===== src/rtl/agg_win_pkg.sv =====
// Shared definitions for the receive aggregation window controller.
// Assumes cause codes are consumed by a neighbour that decodes them as listed.
package agg_win_pkg;

    typedef enum logic [2:0] {
        CAUSE_NONE  = 3'd0,
        CAUSE_FORCE = 3'd1,
        CAUSE_EOF   = 3'd2,
        CAUSE_HARD  = 3'd3,
        CAUSE_BYTE  = 3'd4,
        CAUSE_PKT   = 3'd5,
        CAUSE_TIME  = 3'd6
    } close_cause_e;

    // Byte limit unit is 1 KB.
    localparam int KB_SHIFT = 10;

endpackage


===== src/rtl/agg_tick_sel.sv =====
// Picks one tick stream out of several pulse generators.
// Assumes each tick is a single-cycle pulse; sel is held steady by configuration.
module agg_tick_sel #(
    parameter int NUM_BASES = 2,
    localparam int SEL_W = (NUM_BASES > 1) ? $clog2(NUM_BASES) : 1
) (
    input  logic [NUM_BASES-1:0] ticks,
    input  logic [SEL_W-1:0]     sel,
    output logic                 tick
);

    logic [NUM_BASES-1:0] hit;

    // Per-base match of the select against each generator.
    for (genvar g = 0; g < NUM_BASES; g++) begin : g_base
        assign hit[g] = ticks[g] && (sel == SEL_W'(g));
    end

    // Purpose: merge the matched generator into one tick.
    always_comb tick = |hit;

endmodule


===== src/rtl/agg_close_arb.sv =====
// Evaluates all close conditions for the current cycle and picks one cause.
// Assumes counts come from registered state, so there is no combinational loop.
module agg_close_arb
    import agg_win_pkg::*;
#(
    parameter int PKT_W  = 16,
    parameter int BLIM_W = 6,
    parameter int TLIM_W = 5,
    parameter int PLIM_W = 6,
    parameter int ACC_W  = 17,
    parameter int PCNT_W = 8
) (
    input  logic              enable,
    input  logic [BLIM_W-1:0] byte_kb,
    input  logic [TLIM_W-1:0] time_lim,
    input  logic [PLIM_W-1:0] pkt_lim,
    input  logic              eof_en,
    input  logic              hard_en,
    input  logic              pkt_valid,
    input  logic [PKT_W-1:0]  pkt_bytes,
    input  logic              pkt_eof,
    input  logic              force_req,
    input  logic              tick_sel,
    input  logic              open_q,
    input  logic [ACC_W-1:0]  bytes_q,
    input  logic [PCNT_W-1:0] pkts_q,
    input  logic [TLIM_W-1:0] ticks_q,
    output logic [ACC_W-1:0]  sum_bytes,
    output logic [PCNT_W-1:0] sum_pkts,
    output logic [TLIM_W:0]   ticks_after,
    output logic              fire,
    output logic              carry,
    output close_cause_e      cause,
    output logic [ACC_W-1:0]  rep_bytes,
    output logic [PCNT_W-1:0] rep_pkts
);

    logic [ACC_W-1:0] limit_bytes;
    logic             tick_hit;
    logic             c_force, c_eof, c_hard, c_byte, c_pkt, c_time;

    // Purpose: totals for the window as they would be after this cycle.
    always_comb begin
        limit_bytes = ACC_W'(byte_kb) << KB_SHIFT;
        sum_bytes   = bytes_q + (pkt_valid ? ACC_W'(pkt_bytes) : '0);
        sum_pkts    = (pkt_valid && (pkts_q != '1)) ? pkts_q + 1'b1 : pkts_q;
        tick_hit    = open_q && tick_sel;
        ticks_after = {1'b0, ticks_q} + {{TLIM_W{1'b0}}, tick_hit};
    end

    // Purpose: raw close conditions, each independent of the others.
    always_comb begin
        c_force = force_req && (open_q || pkt_valid);
        c_eof   = pkt_valid && pkt_eof && eof_en;
        c_hard  = hard_en && pkt_valid && open_q && (sum_bytes > limit_bytes);
        c_byte  = pkt_valid && (sum_bytes >= limit_bytes);
        c_pkt   = pkt_valid && (pkt_lim != '0) && (sum_pkts >= PCNT_W'(pkt_lim));
        c_time  = tick_hit && (time_lim != '0) && (ticks_after >= (TLIM_W+1)'(time_lim));
    end

    // Purpose: fixed-priority pick of a single cause.
    always_comb begin
        cause = CAUSE_NONE;
        if (enable) begin
            if (c_force)     cause = CAUSE_FORCE;
            else if (c_eof)  cause = CAUSE_EOF;
            else if (c_hard) cause = CAUSE_HARD;
            else if (c_byte) cause = CAUSE_BYTE;
            else if (c_pkt)  cause = CAUSE_PKT;
            else if (c_time) cause = CAUSE_TIME;
        end
        fire  = (cause != CAUSE_NONE);
        carry = (cause == CAUSE_HARD);
    end

    // Purpose: contents reported for the closing window.
    always_comb begin
        rep_bytes = carry ? bytes_q : sum_bytes;
        rep_pkts  = carry ? pkts_q  : sum_pkts;
    end

endmodule


===== src/rtl/agg_win_counters.sv =====
// Holds the open-window state: open flag, byte total, packet count, tick count.
// Assumes the arbiter supplies next totals and the close decision.
module agg_win_counters #(
    parameter int PKT_W  = 16,
    parameter int TLIM_W = 5,
    parameter int ACC_W  = 17,
    parameter int PCNT_W = 8
) (
    input  logic              clk,
    input  logic              rst_n,
    input  logic              enable,
    input  logic              pkt_valid,
    input  logic [PKT_W-1:0]  pkt_bytes,
    input  logic              fire,
    input  logic              carry,
    input  logic [ACC_W-1:0]  sum_bytes,
    input  logic [PCNT_W-1:0] sum_pkts,
    input  logic [TLIM_W:0]   ticks_after,
    output logic              open_q,
    output logic [ACC_W-1:0]  bytes_q,
    output logic [PCNT_W-1:0] pkts_q,
    output logic [TLIM_W-1:0] ticks_q
);

    // Purpose: advance, restart or clear the window counts.
    always_ff @(posedge clk) begin
        if (!rst_n || !enable) begin
            open_q  <= 1'b0;
            bytes_q <= '0;
            pkts_q  <= '0;
            ticks_q <= '0;
        end else if (fire && carry) begin
            open_q  <= 1'b1;
            bytes_q <= ACC_W'(pkt_bytes);
            pkts_q  <= PCNT_W'(1);
            ticks_q <= '0;
        end else if (fire) begin
            open_q  <= 1'b0;
            bytes_q <= '0;
            pkts_q  <= '0;
            ticks_q <= '0;
        end else begin
            if (pkt_valid) open_q <= 1'b1;
            bytes_q <= sum_bytes;
            pkts_q  <= sum_pkts;
            ticks_q <= ticks_after[TLIM_W] ? '1 : ticks_after[TLIM_W-1:0];
        end
    end

    AST_IDLE_NO_TICKS: assert property (@(posedge clk) disable iff (!rst_n)
        !open_q |-> (ticks_q == '0) && (bytes_q == '0));

    AST_OPEN_HAS_PKT: assert property (@(posedge clk) disable iff (!rst_n)
        open_q |-> (pkts_q != '0));

endmodule


===== src/rtl/agg_window_ctrl.sv =====
// Top of the receive aggregation window controller for one endpoint.
// Assumes ticks are single-cycle pulses and configuration is static inside a window
// (changes take effect on the next evaluated condition).
module agg_window_ctrl
    import agg_win_pkg::*;
#(
    parameter int PKT_W  = 16,
    parameter int BLIM_W = 6,
    parameter int TLIM_W = 5,
    parameter int PLIM_W = 6,
    parameter int PCNT_W = 8,
    localparam int LIM_BITS = BLIM_W + KB_SHIFT,
    localparam int ACC_W = ((LIM_BITS > PKT_W) ? LIM_BITS : PKT_W) + 1
) (
    input  logic              clk,
    input  logic              rst_n,
    input  logic              cfg_enable,
    input  logic [BLIM_W-1:0] cfg_byte_kb,
    input  logic [TLIM_W-1:0] cfg_time_lim,
    input  logic [PLIM_W-1:0] cfg_pkt_lim,
    input  logic              cfg_time_sel,
    input  logic              cfg_eof_en,
    input  logic              cfg_hard_en,
    input  logic              pkt_valid,
    input  logic [PKT_W-1:0]  pkt_bytes,
    input  logic              pkt_eof,
    input  logic              tick_fine,
    input  logic              tick_coarse,
    input  logic              force_close,
    output logic              win_open,
    output logic              close_valid,
    output logic [2:0]        close_cause,
    output logic [ACC_W-1:0]  close_bytes,
    output logic [PCNT_W-1:0] close_pkts
);

    logic              tick_sel;
    logic              open_q;
    logic [ACC_W-1:0]  bytes_q, sum_bytes, rep_bytes;
    logic [PCNT_W-1:0] pkts_q, sum_pkts, rep_pkts;
    logic [TLIM_W-1:0] ticks_q;
    logic [TLIM_W:0]   ticks_after;
    logic              fire, carry;
    close_cause_e      cause;
    close_cause_e      cause_q;

    agg_tick_sel #(.NUM_BASES(2)) u_tick_sel (
        .ticks ({tick_coarse, tick_fine}),
        .sel   (cfg_time_sel),
        .tick  (tick_sel)
    );

    agg_close_arb #(
        .PKT_W(PKT_W), .BLIM_W(BLIM_W), .TLIM_W(TLIM_W),
        .PLIM_W(PLIM_W), .ACC_W(ACC_W), .PCNT_W(PCNT_W)
    ) u_arb (
        .enable      (cfg_enable),
        .byte_kb     (cfg_byte_kb),
        .time_lim    (cfg_time_lim),
        .pkt_lim     (cfg_pkt_lim),
        .eof_en      (cfg_eof_en),
        .hard_en     (cfg_hard_en),
        .pkt_valid   (pkt_valid),
        .pkt_bytes   (pkt_bytes),
        .pkt_eof     (pkt_eof),
        .force_req   (force_close),
        .tick_sel    (tick_sel),
        .open_q      (open_q),
        .bytes_q     (bytes_q),
        .pkts_q      (pkts_q),
        .ticks_q     (ticks_q),
        .sum_bytes   (sum_bytes),
        .sum_pkts    (sum_pkts),
        .ticks_after (ticks_after),
        .fire        (fire),
        .carry       (carry),
        .cause       (cause),
        .rep_bytes   (rep_bytes),
        .rep_pkts    (rep_pkts)
    );

    agg_win_counters #(
        .PKT_W(PKT_W), .TLIM_W(TLIM_W), .ACC_W(ACC_W), .PCNT_W(PCNT_W)
    ) u_cnt (
        .clk         (clk),
        .rst_n       (rst_n),
        .enable      (cfg_enable),
        .pkt_valid   (pkt_valid),
        .pkt_bytes   (pkt_bytes),
        .fire        (fire),
        .carry       (carry),
        .sum_bytes   (sum_bytes),
        .sum_pkts    (sum_pkts),
        .ticks_after (ticks_after),
        .open_q      (open_q),
        .bytes_q     (bytes_q),
        .pkts_q      (pkts_q),
        .ticks_q     (ticks_q)
    );

    // Purpose: register the close report for one cycle.
    always_ff @(posedge clk) begin
        if (!rst_n) begin
            close_valid <= 1'b0;
            cause_q     <= CAUSE_NONE;
            close_bytes <= '0;
            close_pkts  <= '0;
        end else begin
            close_valid <= fire;
            cause_q     <= cause;
            close_bytes <= fire ? rep_bytes : '0;
            close_pkts  <= fire ? rep_pkts  : '0;
        end
    end

    // Purpose: drive the plain-typed ports.
    always_comb begin
        close_cause = cause_q;
        win_open    = open_q;
    end

    AST_CAUSE_LEGAL: assert property (@(posedge clk) disable iff (!rst_n)
        close_valid |-> (close_cause >= 3'd1) && (close_cause <= 3'd6));

    AST_CLOSE_EMPTIES: assert property (@(posedge clk) disable iff (!rst_n)
        (close_valid && (close_cause != 3'd3)) |-> !win_open);

    AST_HARD_REOPENS: assert property (@(posedge clk) disable iff (!rst_n)
        (close_valid && (close_cause == 3'd3)) |-> win_open);

    AST_DISABLED_QUIET: assert property (@(posedge clk) disable iff (!rst_n)
        !$past(cfg_enable) |-> (!close_valid && !win_open));

    AST_CLOSE_NONEMPTY: assert property (@(posedge clk) disable iff (!rst_n)
        close_valid |-> (close_pkts != '0));

endmodule


===== config.mk =====
export PLATFORM = sky130hd
export DESIGN_NAME = agg_window_ctrl
export DESIGN_NICKNAME = d
export VERILOG_FILES = /design/src/rtl/agg_win_pkg.sv /design/src/rtl/agg_tick_sel.sv /design/src/rtl/agg_close_arb.sv /design/src/rtl/agg_win_counters.sv /design/src/rtl/agg_window_ctrl.sv
export SDC_FILE = /design/constraint.sdc
export NUM_CORES = 1
export LEC_CHECK = 0
export BUFFER_PORTS_ARGS = -buffer_cell sky130_fd_sc_hd__buf_2
export CAP_MARGIN = 20
export CELL_PAD_IN_SITES_DETAIL_PLACEMENT = 1
export CELL_PAD_IN_SITES_GLOBAL_PLACEMENT = 1
export CORE_MARGIN = 5
export CORE_UTILIZATION = 43
export DETAILED_ROUTE_END_ITERATION = 8
export PLACE_DENSITY_LB_ADDON = 0.1
export SETUP_SLACK_MARGIN = 0.4
export SLEW_MARGIN = 30
export SYNTH_ARGS = -nofsm -noshare
export SYNTH_HDL_FRONTEND = slang
export SYNTH_SLANG_ARGS = --single-unit

===== constraint.sdc =====
create_clock -name clk -period 8.7 [get_ports clk]
set_input_delay 0.435 -clock clk [delete_from_list [all_inputs] [get_ports clk]]
set_output_delay 0.435 -clock clk [all_outputs]
set_load 0.02 [all_outputs]

==> qor.yml <==
run_status: "complete, no violations"
path_max_fanout: 25
worstSetupEndpointType: "flip-flop"
drv_slew: 0
criticalPathCategory: "primary input to flip-flop"
drc: 0
synthesis.area_per_instance_um2: 8.64
synth-seq-area-share_pct: 30.4
first_pass_grt_wire_length_um: 18600
antenna_left: 0
cts.root.buffer_cell: "sky130_fd_sc_hd__clkbuf_8"
routed_wl_um: 11200
ys_top_cells_by_area: "sky130_fd_sc_hd__dfxtp_1, sky130_fd_sc_hd__ha_1, sky130_fd_sc_hd__a21oi_1, sky130_fd_sc_hd__mux2i_1, sky130_fd_sc_hd__and2_1"
die_area_mm2: 0.0112
placement.io_buffers: 73
finalClockSkew_ns: 0.0103
synthesis.yosys.warnings: 0
fin_nets: 608
worst_path_max_delay_cell: "sky130_fd_sc_hd__a21oi_2"
finalSetupViolCount: 0
dieHeight_um: 106
first_global_vias: 3831
cts_hold_buffers: 0
worst-endpoint-arrival_ns: 5.19
grt_max_degree: 27
synthesis.instances: 458
die_width_um: 106
largest_family_of_logic_cells_by_synthesized_area: "compound AO/OA/AOI/OAI gates"
post_route_cells_drive_above_1_share_pct: 22.2
floorplan.io_pins: 74
global_route.overflow_total: 0
area.growth.synth_to_final_pct: 16.6
tightest_slew_ns: 0.705
crit_path_max_incr_delay_ns: 0.59
synth-xor-area-share_pct: 4.43
clkTransAtPathRegs_ns: 0.08
power_leakage_uw: 0.00221
antenna_cells_inserted: 0
synthMuxAreaShare_pct: 4.56
detailroute.wirelength.met3_um: 388
total_power_uw: 661
cap_violations: 0
cts_buffer_depth: 2
initial_utilization_pct: 43.4
area_share_of_the_largest_cell_type_after_synthesis_pct: 30.4
critPathRequiredTime_ns: 8.90
cts_buffers: 9
ys_async_sr_fraction_pct: 0
power.switching_fraction_pct: 28.4
vdd_drop_max_v: 0.0000899
final.setup.tns_ns: 0
clock_latency_at_the_later_pin_of_the_worst_skew_pair_ns: 0.34
power_density_mw_per_mm2: 143
timing.critical_path.cells: "buf_2 > and2_1 > ha_1 > a21o_1 > nand4_1 > a2111o_1 > a311oi_1 > o21ai_0 > a21oi_1 > ha_1 > nand4b_1 > or3_1 > nor4_2 > o2111a_2 > o22ai_4 > a21oi_2 > buf_4 > a221oi_1"
synth-edff-count: 0
top_library_cells_by_usage_in_the_layout_fill_and_taps_aside: "sky130_fd_sc_hd__buf_2, sky130_fd_sc_hd__dfxtp_1, sky130_fd_sc_hd__nor2_1"
mostFrequentLayoutCell: "sky130_fd_sc_hd__buf_2"
fin_util_pct: 50.6
startpoint_type: "primary input"
path_common_cell: "sky130_fd_sc_hd__ha_1"
slew_hr_pct: 53.0
synth.distinct_cells: 68
syn-num-nets: 539
cts_setup_buffers: 0
grtUsageTotal_pct: 20.6
routed.top_layer: "met4"
net-switching-power_uw: 187
final_min_period_over_clock_period_pct: 57.4
core.rowCount: 35
seq_power_share_pct: 43.1
wl_met2_um: 5560
wl_met1_um: 5080
viasPerCell: 5.64
cts-htree-levels: 3
synth_top_area_cell: "sky130_fd_sc_hd__dfxtp_1"
detailedPlacementHpwl_um: 8570
achievable-frequency_mhz: 200
cell_internal_pwr_uw: 473
post_cts_resize_count: 0
clock_sinks: 60
unrepaired_setup_endpoints_after_global_routing: "no"
antenna_found_initial: 0
layout_min_cycle_time_ns: 4.99
finalHoldViolations: 0
hold_crit_path_type: "primary input to flip-flop"
power.share.clock_pct: 40.1
synth_seq_cells: 60
synthSimpleGateAreaFrac_pct: 19.7
share_comb_of_total_power_pct: 16.8
core_area_mm2: 0.00911
n_fill_cell: 1104
first_iter_violations: 76
synthAdderAreaFrac_pct: 11.9
ys_dominant_reg_cell: "sky130_fd_sc_hd__dfxtp_1"
detailedRoute.firstPassIterationCount: 4
detailroute.via_count: 3629
syn-cell-area_mm2: 0.00396
tritoncts: "done"
finalWeightedCongestion: 0.852
share_of_the_synthesized_area_in_compound_gates_ao_oa_aoi_oai_pct: 23.6
wl_per_cell_um: 17.3
==> cell type report <==
type	count	area [µm²]	share of cell area, %
inverters	30	113	2.44
repair buffers	78	403	8.74
clock inverters	5	60.1	1.30
multi-input cells	348	2540	55.2
well taps	111	139	3.01
flip-flops and latches	60	1200	26.1
clock buffers	11	151	3.28
==> power by group through the flow <==
stage / sequential [µW] / clock [µW] / combinational, µW
final: 285 / 265 / 111
after global routing: 285 / 284 / 124
after CTS: 284 / 272 / 112
after detailed placement: 291 / 0 / 111
after global placement: 291 / 0 / 108
after floorplan: 295 / 0 / 71.2
==> cell families after synthesis <==
family                     Yosys count
DFF                                 60
muxes                               18
xor gates and xnor gates            20
buffers and inverters               50
AOI/OAI and AO/OA                  127
adders and majority gates           37
and+or+nand+nor                    146
==> final timing paths <==
check / from / to / slack, ns / depth (start not counted)
worst max-delay path: pkt_valid / close_bytes[10] / 3.71 / 18
worst min-delay path: pkt_bytes[8] / u_cnt.bytes_q[8] / 0.32 / 2
worst max register to register: u_cnt.bytes_q[1] / close_bytes[10] / 3.98 / 16
worst min register to register: u_cnt.bytes_q[7] / close_bytes[7] / 0.52 / 2
==> metal layers <==
| metal | vias up | global-route usage, % |
|---|---|---|
| met3 | 12 | 4.92 |
| li1 | 1791 | - |
| met5 | - | 0 |
| met4 | 0 | 4.16 |
| met2 | 62 | 36.7 |
| met1 | 1764 | 25.2 |
==> registers in the layout (all words and copies together) (netlist names) <==
register / count
close_bytes: 17
u_cnt.ticks_q: 5
close_pkts: 8
u_cnt.open_q: 1
close_valid: 1
u_cnt.pkts_q: 8
u_cnt.bytes_q: 17
close_cause: 3
==> Yosys cell counts, drive strengths merged (4+ instances only) <==
cell	n
a211oi	5
a21oi	39
a22o	16
a22oi	6
and2	24
and3	6
buf	10
clkbuf	10
dfxtp	60
ha	36
inv	30
mux2i	18
nand2	28
nand3	6
nand4	7
nor2	39
nor2b	4
nor3	4
nor4	4
o211ai	4
o21a	4
o21ai	19
o22ai	6
o31ai	4
or2	5
or3	9
xnor2	15
xor2	5
==> worst max-delay path, delay by kind of cell <==
| kind | cells | cell delay [ns] |
|---|---|---|
| adders and majority gates | 2 | 0.35 |
| buffers and inverters | 2 | 0.74 |
| and+or+nand+nor | 5 | 1.09 |
| AOI/OAI and AO/OA | 9 | 2.56 |
==> stage by stage <==
| stage | cell area [µm²] | hold WS [ns] | std cells | setup WS, ns |
|---|---|---|---|---|
| after detailed placement | 4400 | 0.520 | 627 | 3.34 |
| after floorplan | 3960 | 0.480 | 458 | 4.14 |
| final | 4610 | 0.317 | 643 | 3.71 |
| after global placement | 4400 | 0.516 | 627 | 3.58 |
| after global routing | 4610 | 0.311 | 643 | 3.26 |
| after CTS | 4610 | 0.310 | 643 | 3.68 |
Power figures use the tool's default switching activity.
